**config.mk**
```make
export PLATFORM = sky130hd
export DESIGN_NAME = ext_trig_qual
export DESIGN_NICKNAME = d
export VERILOG_FILES = /design/src/rtl/trig_pkg.sv /design/src/rtl/trig_sync.sv /design/src/rtl/trig_cnt.sv /design/src/rtl/trig_pin_mux.sv /design/src/rtl/ext_trig_qual.sv
export SDC_FILE = /design/constraint.sdc
export NUM_CORES = 1
export LEC_CHECK = 0
export BUFFER_PORTS_ARGS = -buffer_cell sky130_fd_sc_hd__buf_4
export CORE_UTILIZATION = 45
export CTS_BUF_LIST = sky130_fd_sc_hd__clkbuf_8
export DETAILED_ROUTE_END_ITERATION = 7
export PLACE_DENSITY_LB_ADDON = 0.12
export SLEW_MARGIN = 25
export SYNTH_ARGS = -nofsm -noshare
export SYNTH_HDL_FRONTEND = slang
export SYNTH_SLANG_ARGS = --single-unit
```
**constraint.sdc**
```tcl
create_clock -name clk_i -period 5.5 [get_ports clk_i]
set_clock_uncertainty 0.05 [all_clocks]
set_input_delay 1.1 -clock clk_i [delete_from_list [all_inputs] [get_ports clk_i]]
set_output_delay 1.1 -clock clk_i [all_outputs]
set_load 0.05 [all_outputs]
```
**src/rtl/trig_pkg.sv**
```systemverilog
package trig_pkg;
  // ceil(khz * ns / 1e6) clock cycles
  function automatic int unsigned ns_to_cyc(input longint unsigned khz, input longint unsigned ns);
    longint unsigned prod;
    prod = (khz * ns + 64'd999_999) / 64'd1_000_000;
    return int'(prod);
  endfunction
endpackage

```
**src/rtl/trig_sync.sv**
```systemverilog
module trig_sync #(
  parameter int unsigned STAGES = 2
) (
  input  logic clk_i,
  input  logic rst_ni,
  input  logic d_i,
  output logic q_o
);
  logic [STAGES-1:0] sr_q;

  generate
    if (STAGES == 1) begin : g_one
      always_ff @(posedge clk_i or negedge rst_ni)
        if (!rst_ni) sr_q <= '0;
        else         sr_q <= d_i;
    end else begin : g_multi
      always_ff @(posedge clk_i or negedge rst_ni)
        if (!rst_ni) sr_q <= '0;
        else         sr_q <= {sr_q[STAGES-2:0], d_i};
    end
  endgenerate

  assign q_o = sr_q[STAGES-1];
endmodule

```
**src/rtl/trig_cnt.sv**
```systemverilog
module trig_cnt #(
  parameter int unsigned MAX      = 8,
  parameter bit          RST_FULL = 1'b0
) (
  input  logic clk_i,
  input  logic rst_ni,
  input  logic ld_i,
  input  logic inc_i,
  output logic full_o
);
  localparam int W = $clog2(MAX + 1);
  localparam logic [W-1:0] CMAX = W'(MAX);
  localparam logic [W-1:0] CRST = RST_FULL ? CMAX : '0;

  logic [W-1:0] cnt_q;

  always_ff @(posedge clk_i or negedge rst_ni) begin
    if (!rst_ni)                    cnt_q <= CRST;
    else if (ld_i)                  cnt_q <= W'(1);
    else if (inc_i && cnt_q != CMAX) cnt_q <= cnt_q + W'(1);
  end

  assign full_o = (cnt_q == CMAX);
endmodule

```
**src/rtl/trig_pin_mux.sv**
```systemverilog
module trig_pin_mux (
  input  logic alt_en_i,
  input  logic irq_i,
  output logic oe_o,
  output logic do_o
);
  assign oe_o = ~alt_en_i;
  assign do_o = alt_en_i ? 1'b0 : irq_i;
endmodule

```
**src/rtl/ext_trig_qual.sv**
```systemverilog
module ext_trig_qual #(
  parameter int unsigned CLK_FREQ_KHZ  = 250_000,
  parameter int unsigned MIN_HIGH_NS   = 25_000,
  parameter int unsigned MIN_LOW_NS    = 25_000,
  parameter int unsigned MIN_PERIOD_NS = 1_600_000,
  parameter int unsigned SYNC_STAGES   = 2
) (
  input  logic clk_i,
  input  logic rst_ni,
  input  logic sync_en_i,
  input  logic clk_en_i,
  input  logic trig_pin_i,
  input  logic irq_i,
  input  logic irq2_i,
  input  logic err_clr_i,
  output logic sample_o,
  output logic pin_oe_o,
  output logic pin_do_o,
  output logic pin2_oe_o,
  output logic pin2_do_o,
  output logic err_o
);
  localparam int unsigned HI_CYC  = trig_pkg::ns_to_cyc(CLK_FREQ_KHZ, MIN_HIGH_NS);
  localparam int unsigned LO_CYC  = trig_pkg::ns_to_cyc(CLK_FREQ_KHZ, MIN_LOW_NS);
  localparam int unsigned PER_CYC = trig_pkg::ns_to_cyc(CLK_FREQ_KHZ, MIN_PERIOD_NS);

  logic lvl, prev_q, rise, fall;
  logic hi_full, lo_full, gap_full;
  logic armed_q, accept, reject;
  logic sample_q, err_q;

  trig_sync #(.STAGES(SYNC_STAGES)) u_sync (
    .clk_i(clk_i), .rst_ni(rst_ni), .d_i(trig_pin_i), .q_o(lvl)
  );

  always_ff @(posedge clk_i or negedge rst_ni)
    if (!rst_ni) prev_q <= 1'b0;
    else         prev_q <= lvl;

  assign rise = lvl & ~prev_q;
  assign fall = ~lvl & prev_q;

  trig_cnt #(.MAX(HI_CYC), .RST_FULL(1'b0)) u_hi (
    .clk_i(clk_i), .rst_ni(rst_ni), .ld_i(rise), .inc_i(lvl & prev_q), .full_o(hi_full)
  );

  trig_cnt #(.MAX(LO_CYC), .RST_FULL(1'b1)) u_lo (
    .clk_i(clk_i), .rst_ni(rst_ni), .ld_i(fall), .inc_i(~lvl & ~prev_q), .full_o(lo_full)
  );

  // spacing runs from the fall of the last accepted pulse
  trig_cnt #(.MAX(PER_CYC), .RST_FULL(1'b1)) u_gap (
    .clk_i(clk_i), .rst_ni(rst_ni), .ld_i(accept), .inc_i(1'b1), .full_o(gap_full)
  );

  always_ff @(posedge clk_i or negedge rst_ni) begin
    if (!rst_ni)         armed_q <= 1'b0;
    else if (!sync_en_i) armed_q <= 1'b0;
    else if (rise)       armed_q <= lo_full;
    else if (fall)       armed_q <= 1'b0;
  end

  assign accept = sync_en_i & armed_q & fall & hi_full & gap_full;
  assign reject = sync_en_i & ((rise & ~lo_full) |
                               (fall & armed_q & ~(hi_full & gap_full)));

  always_ff @(posedge clk_i or negedge rst_ni) begin
    if (!rst_ni) begin
      sample_q <= 1'b0;
      err_q    <= 1'b0;
    end else begin
      sample_q <= accept;
      if (reject)         err_q <= 1'b1;
      else if (err_clr_i) err_q <= 1'b0;
    end
  end

  assign sample_o = sample_q;
  assign err_o    = err_q;

  trig_pin_mux u_mux_trig (
    .alt_en_i(sync_en_i), .irq_i(irq_i), .oe_o(pin_oe_o), .do_o(pin_do_o)
  );

  trig_pin_mux u_mux_clk (
    .alt_en_i(clk_en_i), .irq_i(irq2_i), .oe_o(pin2_oe_o), .do_o(pin2_do_o)
  );
endmodule

```
==> impl_results.md, run 1 <==
* Initial core utilization at 0.478
* Reg clk slew, reported paths at 0.09 ns
* Layout area overhead at 11.3%
* Tmin final at 2.67 ns
* YS warnings at 0
* Crit-path cells: buf_4 > nor2b_1 > buf_4
* CP Class: in -> out
* Sw Ratio at 0.249
* Post-synth top area cell: dfrtp_1
* Setup violators final at 0
* Hold Crit Depth at 0
* Cts bufs inserted at 5
* Logic pwr share at 0.087
* PD cells at 266 mW/mm2
* Placement Rows at 27
* Power share of the clock group at 0.391
* Hold WC Path Type: reg -> reg
* Top delay family on crit path: buffers and inverters
* Fin crit share at 0.485
* Crit-path slowest cell: buf_4
* Htree depth at 2
* Startpoint types: input port
* DR DRC count at 0
* Vias per inst at 5.70
* Routed WL at 5240 um
* Fin. max-slew vios at 0
* Mapped Area at 0.00270 mm2
* Post-synth EDFFs at 0
* Mapped Cells at 274
* Post-Place Cells at 354
* Reg power frac at 0.521
* Core Region at 0.00564 mm2
* Max Root-Sink Buffers at 2
* Setup TNS at 0 ns
* #FFs+latches synth at 51
* Clk sinks at 51
* FFs w/ async S/R, synth at 1.00
* Post-synth top flop: dfrtp_1
* # nets final at 303
* Critical Path End Type: primary output
* Register area at 0.00129 mm2
* Critical path depth at 3
* Seq/Total Area, Yosys at 0.479
* Share of layout cells above drive strength 1 at 0.166
* Data arrival, critical path at 1.52 ns
* N_diodes at 0
* Synth Area per Inst at 9.85 um2
* Gr ovfl total at 0
* Remaining antenna violation count after routing at 0
* Final Non-Filler Cells at 362
* Max-Cap Viols at 0
* Die ar. at 0.00631 mm2
* Total I/O pin count at 14
* DRT iter0 DRCs at 100
* Initial antenna violation count at 0
* Largest net degree at the start of global routing at 52
* Status: complete, no violations
* Mapped Nets at 288
* CTS Hold Bufs at 0
* First-pass GRT wire length at 9240 um
* Die W at 79.4 um
* Final hold viol count at 0
* Worst-path fanout max at 4
* Max VDD drop at 141 uV
* Final Total Pwr at 800 uW
* Most common cell on crit path: buf_4
* Vias in the first global route at 2,007
* WL/cell at 14.5 um
* Worst skew pair latency at 0.31 ns
* Die Y at 79.4 um
* Port Buf Inserts at 13
* Fmax at 375 MHz
* Filler cells at 505
* Top cells by area, synth: dfrtp_1, dfstp_2, xnor2_1
* Total track usage at 0.188
* WHS at 0.313 ns
* R2R depth at 4
* Worst-Margin Slew at 0.725 ns
* Worst path required time at 4.35 ns
* Root buf cell: clkbuf_8
* Post-CTS setup buffers at 0
* Slew HR at 0.517
* Post-cts resize count at 0
* CTS tree: done
* Area fraction of the dominant cell type after synthesis at 0.362
* Multi-input combinational cell area at 0.00134 mm2
* Unrepaired setup endpoints after global routing: no
* Initial DRT Pass Iterations at 4
* Critical path buffer and inverter count at 2
* Internal cell power at 600 uW
* P_leak at 1.27 nW
* Routability Congestion at 0.745
* Net switching power at 199 uW
* HPWL after detailed placement at 3650 um
* Netlist cell types at 50
* Routed vias at 2,064
* CP max stage delay at 0.20 ns
-- cell usage in the layout, fill, tap and decap left out, types with 4 or more instances in the layout --
cell type / netlist / final
a21o_1: 5 / 5
a21oi_1: 9 / 9
and3_1: 5 / 5
and4_1: 4 / 4
buf_4: 0 / 13
clkbuf_8: 0 / 5
dfrtp_1: 39 / 39
dfstp_2: 12 / 12
ha_1: 6 / 6
inv_1: 13 / 13
nand2_1: 22 / 22
nand3_1: 17 / 17
nand4_1: 12 / 12
nor2_1: 21 / 21
nor2b_1: 5 / 5
nor3_1: 8 / 8
o21ai_0: 14 / 14
o31ai_1: 4 / 4
or3_1: 4 / 4
xnor2_1: 12 / 12
xor2_1: 7 / 7
-- final cells by class --
cell class	instances	share of cell area
well taps	72	0.0300
clock buffers	5	0.0229
clock inverters	3	0.0225
flip-flops and latches	51	0.430
inverters	13	0.0163
multi-input cells	205	0.446
repair buffers	13	0.0325
-- logic make-up (layout without fill, tap and decap cells) --
kind of cell,count (synthesis),after routing,synth area share
AOI/OAI and AO/OA,48,48,0.119
xor gates and xnor gates,19,19,0.0617
adders and majority gates,6,6,0.0278
buffers and inverters,18,34,0.0255
DFF,51,51,0.479
muxes,1,1,0.00371
and+or+nand+nor,131,131,0.283
-- cell usage after synthesis (2+ instances only) --
cell       n
or3_2      3
a21oi_1    9
clkbuf_1   4
ha_1       6
dfstp_2   12
and2_1     3
and4b_1    3
a31o_2     3
nand4_1   12
xor2_1     7
or4_1      3
nor2b_1    5
nor4b_1    3
a21o_1     5
nor3_1     8
and4_1     4
nor4_1     3
and3_1     5
o31ai_1    4
or3_1      4
nor2_1    21
nor4bb_1   3
inv_1     13
o21bai_1   2
nand2b_1   3
nand3_1   17
nand2_1   22
o211ai_1   2
xnor2_1   12
nand4b_1   2
dfrtp_1   39
o21ai_0   14
-- power by group through the flow --
stage          registers [mW]  clock network, mW  logic (mW)
4_1_cts                 0.416              0.320      0.0709
6_report                0.417              0.313      0.0699
3_5_place_dp            0.423                  0      0.0708
3_3_place_gp            0.423                  0      0.0687
2_1_floorplan           0.417                  0      0.0473
5_1_grt                 0.420              0.335      0.0811
-- per-layer routing --
| metal | vias to the layer above | share of wire | global-route usage |
|---|---|---|---|
| li1 | 1027 | - | - |
| met1 | 993 | 0.51 | 0.250 |
| met2 | 37 | 0.44 | 0.302 |
| met3 | 7 | 0.028 | 0.0309 |
| met4 | 0 | 0.016 | 0.0764 |
| met5 | - | 0 | 0 |
-- sequential cells by signal, indices dropped and copies added (netlist names) --
signal / cells
prev_q: 1
u_sync.sr_q: 2
sample_o: 1
armed_q: 1
u_lo.cnt_q: 13
u_gap.cnt_q: 19
err_o: 1
u_hi.cnt_q: 13
-- path summary, 6_finish.rpt --
| kind | startpoint | endpoint | slack (ns) |
|---|---|---|---|
| max | sync_en_i | pin_do_o | 2.83 |
| min | u_sync.sr_q[0] | u_sync.sr_q[1] | 0.31 |
| max reg2reg | u_lo.cnt_q[11] | u_lo.cnt_q[5] | 3.47 |
| min reg2reg | u_sync.sr_q[0] | u_sync.sr_q[1] | 0.31 |
| max in group asynchronous | rst_ni | u_gap.cnt_q[3] | 4.22 |
| min in group asynchronous | rst_ni | u_lo.cnt_q[9] | 0.75 |
-- metrics by stage --
stage	worst slack [ns]	utilization	cell area [um2]
finish	2.83	0.532	3000
CTS	2.83	0.532	3000
floorplan	2.54	-	2700
detailed placement	2.83	0.508	2870
global route	2.78	0.532	3000
global placement	2.83	0.508	2870
(Power assumes the default switching activity.)
==> run 2: changes to the inputs <==
--- a/config.mk
+++ b/config.mk
@@ -5,6 +5,7 @@
 export SDC_FILE = /design/constraint.sdc
 export NUM_CORES = 1
 export LEC_CHECK = 0
+export ABC_AREA = 1
 export BUFFER_PORTS_ARGS = -buffer_cell sky130_fd_sc_hd__buf_4
 export CORE_UTILIZATION = 45
 export CTS_BUF_LIST = sky130_fd_sc_hd__clkbuf_8
==> constraint.sdc (replaced) <==
create_clock -name clk_i -period 2.67 [get_ports clk_i]
set_clock_uncertainty 0.05 [all_clocks]
set_input_delay 0.534 -clock clk_i [delete_from_list [all_inputs] [get_ports clk_i]]
set_output_delay 0.534 -clock clk_i [all_outputs]
set_load 0.05 [all_outputs]
==> run 2 against run 1 <==
  * Design area rose by 13%
  * Wire length grew 26%
  * Critical path depth is 5 higher
  * Sequential share of layout area is 4.9 points lower
  * Via count grew 33%
  * Global-route usage rose by 1.0 points
  * Die area increased by 16%
  * Combinational power rose by 100%
  * Total power is 79% higher
  * Largest power group unchanged
==> impl_results.md, run 2 <==
* Port Buf Inserts at 13
* Seq/Total Area, Yosys at 0.411
* Most frequent cells in the layout: nand2_1, nand3_1, inv_1, nor2_1, dfrtp_1
* Die ar. at 0.00731 mm2
* Setup violators final at 0
* Worst R2R End: u_gap.cnt_q[2]
* Commonest non-fill, non-tap cell in the layout: nand2_1
* Initial core utilization at 0.465
* Top delay family on crit path: simple AND/OR/NAND/NOR gates
* N_diodes at 0
* Share of layout cells above drive strength 1 at 0.118
* R2R depth at 8
* Power share of the clock group at 0.328
* Routed WL at 6610 um
* Slew HR at 0.548
* CP Class: reg -> reg
* Logic pwr share at 0.098
* Cell with the most instances after synthesis: nand2_1
* Status: complete, no violations
* HPWL after detailed placement at 4850 um
* Reg clk slew, reported paths at 0.11 ns
* Worst skew pair latency at 0.31 ns
* Critical Path End Type: register
* FFs w/ async S/R, synth at 1.00
* Layout area overhead at 7.89%
* Top cells by area, synth: dfrtp_1, nand2_1, dfstp_2
* Initial antenna violation count at 0
* Max Root-Sink Buffers at 2
* DRT iter0 DRCs at 156
* Setup TNS at 0 ns
* Mapped Cells at 436
* Clk sinks at 51
* Tmin final at 1.76 ns
* Critical R2R Launch: u_sync.sr_q[1]
* Core Region at 0.00676 mm2
* PD cells at 423 mW/mm2
* Internal cell power at 1.03 mW
* CP endpoint: u_gap.cnt_q[2]
* Critical path buffer and inverter count at 1
* Crit-path slowest cell: dfrtp_1
* CTS tree: done
* CTS Hold Bufs at 0
* Die W at 85.5 um
* Netlist cell types at 34
* Fin. max-slew vios at 0
* Critical path depth at 8
* Hold WC Path Type: in -> async
* DR DRC count at 0
* Net switching power at 402 uW
* P_leak at 1.61 nW
* Worst path required time at 2.83 ns
* Post-synth top area cell: dfrtp_1
* Most common cell on crit path: nand2_1
* Initial DRT Pass Iterations at 4
* Mapped Nets at 450
* Post-cts resize count at 0
* Remaining antenna violation count after routing at 0
* Max VDD drop at 243 uV
* Placement Rows at 30
* R2R Setup Slk at 0.91 ns
* Startpoint types: register
* Area fraction of the dominant cell type after synthesis at 0.311
* #FFs+latches synth at 51
* Routed vias at 2,743
* Total I/O pin count at 14
* Routability Congestion at 0.826
* First-pass GRT wire length at 11,500 um
* Die Y at 85.5 um
* Vias per inst at 5.18
* Post-synth top flop: dfrtp_1
* Reg power frac at 0.574
* Worst-path fanout max at 26
* Vias in the first global route at 2,587
* WL/cell at 12.5 um
* Worst-Margin Slew at 0.677 ns
* Top Registers: u_gap.cnt_q x19, u_hi.cnt_q x13, u_lo.cnt_q x13
* Crit-path cells: inv_1 > nand2_2 > nor2_1 > nand2_1 > nor3_1 > nand2_1 > nand2_1 > nor2_1
* Fmax at 570 MHz
* Unrepaired setup endpoints after global routing: no
* DP Worst Slack at 0.916 ns
* Worst setup path startpoint: u_sync.sr_q[1]
* Final hold viol count at 0
* Htree depth at 2
* Sw Ratio at 0.280
* Post-CTS setup buffers at 0
* Commonest cells post-synth: nand2_1, nand3_1, inv_1, nor2_1, dfrtp_1
* Gr ovfl total at 0
* # nets final at 463
* Root buf cell: clkbuf_8
* Total track usage at 0.198
* Data arrival, critical path at 1.91 ns
* Max-Cap Viols at 0
* Cts bufs inserted at 5
* Post-synth EDFFs at 0
* Fin crit share at 0.657
* Top reg by flops: u_gap.cnt_q
* Largest net degree at the start of global routing at 52
* CP max stage delay at 0.42 ns
* Synth Area per Inst at 7.20 um2
* YS warnings at 0
* Worst Setup Slack, final at 0.915 ns
* Mapped Area at 0.00314 mm2
* Largest register FFs at 19
## run 2: worst min path at each step
stage	slack (ns)	from	to	cells past startpoint
after floorplan	0.19	rst_ni	armed_q	0
after global placement	0.31	u_sync.sr_q[0]	u_sync.sr_q[1]	0
after detailed placement	0.29	u_sync.sr_q[0]	u_sync.sr_q[1]	0
after CTS	0.22	rst_ni	u_lo.cnt_q[7]	1
after global routing	0.24	rst_ni	u_lo.cnt_q[7]	1
final	0.20	rst_ni	u_lo.cnt_q[7]	1
## run 2: layout make-up
cell class                 count  area [um2]
fill                         676        3370
multi-input combinational    322        1590
sequential                    51        1290
inverter                      55         209
timing repair buffer          14         105
tap                           80         100
clock buffer                   5        68.8
clock inverter                 3        22.5
## run 2: power groups by stage
| stage | Combinational, mW | Clock, mW | Sequential, mW |
|---|---|---|---|
| after floorplan | 0.0933 | 0 | 0.835 |
| after global placement | 0.142 | 0 | 0.837 |
| after detailed placement | 0.144 | 0 | 0.836 |
| after CTS | 0.144 | 0.490 | 0.822 |
| after global routing | 0.161 | 0.516 | 0.826 |
| final | 0.141 | 0.469 | 0.822 |
## run 2: routing by layer
layer	vias to the layer above	track usage	routed length, um	part of all wire
met4	0	0.0515	91	0.014
met3	9	0.0346	145	0.022
met2	31	0.344	3080	0.47
li1	1432	-	-	-
met1	1271	0.256	3300	0.50
met5	-	0	0	0
## run 2: cell families (layout without fill, tap and decap cells)
logic type,Yosys count,in the layout,share of synthesized area
AO/OA/AOI/OAI,23,23,0.0403
flip-flops,51,51,0.411
AND/OR/NAND/NOR,276,276,0.395
adder cells (fa/ha/maj),6,6,0.0239
buffers and inverters,63,77,0.0821
XOR/XNOR,17,17,0.0474
## run 2: through the flow
stage | cells | cell area, um2 | util | power, mW | hold slack [ns]
2_1_floorplan | 436 | 3140 | - | 0.929 | 0.188
3_3_place_gp | 522 | 3300 | 0.488 | 0.979 | 0.310
3_5_place_dp | 522 | 3300 | 0.488 | 0.980 | 0.293
4_1_cts | 530 | 3390 | 0.501 | 1.46 | 0.217
5_1_grt | 530 | 3390 | 0.501 | 1.50 | 0.238
6_report | 530 | 3390 | 0.501 | 1.43 | 0.196
==> run 3: changes to the inputs <==
--- a/config.mk
+++ b/config.mk
@@ -5,7 +5,7 @@
 export SDC_FILE = /design/constraint.sdc
 export NUM_CORES = 1
 export LEC_CHECK = 0
-export ABC_AREA = 1
+export ABC_AREA = 0
 export BUFFER_PORTS_ARGS = -buffer_cell sky130_fd_sc_hd__buf_4
 export CORE_UTILIZATION = 45
 export CTS_BUF_LIST = sky130_fd_sc_hd__clkbuf_8
==> constraint.sdc (replaced) <==
create_clock -name clk_i -period 1.8 [get_ports clk_i]
set_clock_uncertainty 0.05 [all_clocks]
set_input_delay 0.36 -clock clk_i [delete_from_list [all_inputs] [get_ports clk_i]]
set_output_delay 0.36 -clock clk_i [all_outputs]
set_load 0.05 [all_outputs]
==> run 3 against run 2 <==
  * The flow now finishes with violations (negative setup slack)
  * Clock power increased by 52%
  * Sequential share of layout area increased by 1.5 points
  * Global-route usage is 0.66 points higher
  * Design area is 3.7% lower
  * Clock-buffer cell count up 2
  * Largest cell class unchanged
  * Largest power group unchanged
  * Highest routed layer unchanged
==> impl_results.md, run 3 (synthesis results as in run 1) <==
* Htree depth at 2
* Die Y at 79.4 um
* Filler cells at 489
* CP Class: reg -> reg
* Startpoint types: register
* Routed WL at 5640 um
* Hold WC Path Type: in -> async
* Root buf cell: clkbuf_8
* HPWL after detailed placement at 4070 um
* Initial antenna violation count at 0
* Top delay family on crit path: simple AND/OR/NAND/NOR gates
* CTS Hold Bufs at 0
* Critical path depth at 5
* Max-Cap Viols at 0
* Setup TNS at -0.0195 ns
* Logic pwr share at 0.130
* Status: finished, violations left
* Sw Ratio at 0.258
* Core Region at 0.00564 mm2
* Reg clk slew, reported paths at 0.09 ns
* Internal cell power at 1.67 mW
* Routability Congestion at 0.753
* Final hold viol count at 0
* PD cells at 688 mW/mm2
* Final Total Pwr at 2.24 mW
* Clk sinks at 51
* Worst skew pair latency at 0.30 ns
* Max VDD drop at 374 uV
* N_diodes at 0
* Fin. max-slew vios at 0
* Cts bufs inserted at 5
* Setup violators final at 1
* WL/cell at 14.2 um
* CP max stage delay at 0.54 ns
* Slew HR at 0.571
* Largest register FFs at 19
* # nets final at 339
* Share of layout cells above drive strength 1 at 0.270
* Max Root-Sink Buffers at 2
* Initial DRT Pass Iterations at 4
* DR DRC count at 0
* Data arrival, critical path at 2.00 ns
* Placement Rows at 27
* First-pass GRT wire length at 10,200 um
* Failing checks: negative setup slack
* Worst setup path startpoint: u_gap.cnt_q[17]
* Total track usage at 0.205
* Vias in the first global route at 2,221
* Port Buf Inserts at 13
* Remaining antenna violation count after routing at 0
* Top Registers: u_gap.cnt_q x19, u_hi.cnt_q x13, u_lo.cnt_q x13
* Critical path buffer and inverter count at 2
* Worst Setup Slack, final at -0.0195 ns
* Critical Path End Type: register
* Gr ovfl total at 0
* CTS tree: done
* Tmin final at 1.82 ns
* Worst path required time at 1.98 ns
* Most frequent cells in the layout: buf_4, dfrtp_1, nand2_1
* Total I/O pin count at 14
* Die W at 79.4 um
* Worst-Margin Slew at 0.643 ns
* Largest net degree at the start of global routing at 52
* Critical R2R Launch: u_gap.cnt_q[17]
* Layout area overhead at 20.9%
* Commonest non-fill, non-tap cell in the layout: buf_4
* Reg power frac at 0.553
* Fmax at 550 MHz
* R2R Setup Slk at -0.02 ns
* Crit-path slowest cell: dfstp_2
* Unrepaired setup endpoints after global routing: yes
* Worst R2R End: u_gap.cnt_q[18]
* P_leak at 1.44 nW
* Fin crit share at 1.01
* Vias per inst at 5.55
* R2R depth at 5
* Worst-path fanout max at 6
* Power share of the clock group at 0.317
* Crit-path cells: inv_1 > or4b_4 > nor3_4 > buf_4 > a21oi_2
* Top reg by flops: u_gap.cnt_q
* Initial core utilization at 0.478
* Net switching power at 579 uW
* Routed vias at 2,209
* Die ar. at 0.00631 mm2
* DRT iter0 DRCs at 141
run 3: area by class of cell:
| type | count | area (um2) | share of cell area |
|---|---|---|---|
| multi-input cells | 205 | 1360 | 0.417 |
| flip-flops and latches | 51 | 1290 | 0.396 |
| repair buffers | 49 | 368 | 0.113 |
| clock buffers | 7 | 96.3 | 0.0295 |
| well taps | 72 | 90.1 | 0.0276 |
| inverters | 13 | 48.8 | 0.0150 |
| clock inverters | 1 | 3.75 | 0.00115 |
run 3: worst max-delay path by stage:
stage	end	slack (ns)
after floorplan	u_gap.cnt_q[18]	0.003
after global placement	u_gap.cnt_q[1]	-0.04
after detailed placement	u_gap.cnt_q[1]	-0.07
after CTS	u_gap.cnt_q[18]	0.005
after global routing	u_gap.cnt_q[18]	-0.07
final	u_gap.cnt_q[18]	-0.02
run 3: repair_timing:
item                                    CTS  global route
buffers inserted                          2             3
pin swaps                                 1             2
hold endpoints to repair                  0             0
resized for setup                         0             6
endpoints found under the setup margin    9             9
run 3: layer usage:
| layer | routed length (um) | up-vias | global-route usage | share of wire |
|---|---|---|---|---|
| met5 | 0 | - | 0 | 0 |
| met4 | 25 | 0 | 0.0436 | 0.0044 |
| met3 | 149 | 2 | 0.0343 | 0.026 |
| li1 | - | 1102 | - | - |
| met2 | 2740 | 33 | 0.357 | 0.49 |
| met1 | 2720 | 1072 | 0.265 | 0.48 |
run 3: through the flow:
step                instance area (um2)  worst slack, ns  hold WS, ns  std cells  utilization
finish                             3260          -0.0195       0.0284        398        0.578
global route                       3260          -0.0747       0.0759        398        0.578
CTS                                3220          0.00523       0.0550        395        0.571
detailed placement                 3110          -0.0691        0.288        385        0.551
global placement                   3110          -0.0433        0.285        385        0.551
floorplan                          2710          0.00308       0.0144        274            -
run 3: power by group through the flow:
| stage | Clock, mW | Sequential, mW | Combinational (mW) |
|---|---|---|---|
| 2_1_floorplan | 0 | 1.27 | 0.144 |
| 3_3_place_gp | 0 | 1.26 | 0.283 |
| 3_5_place_dp | 0 | 1.26 | 0.292 |
| 4_1_cts | 0.740 | 1.24 | 0.293 |
| 5_1_grt | 0.786 | 1.25 | 0.333 |
| 6_report | 0.711 | 1.24 | 0.292 |
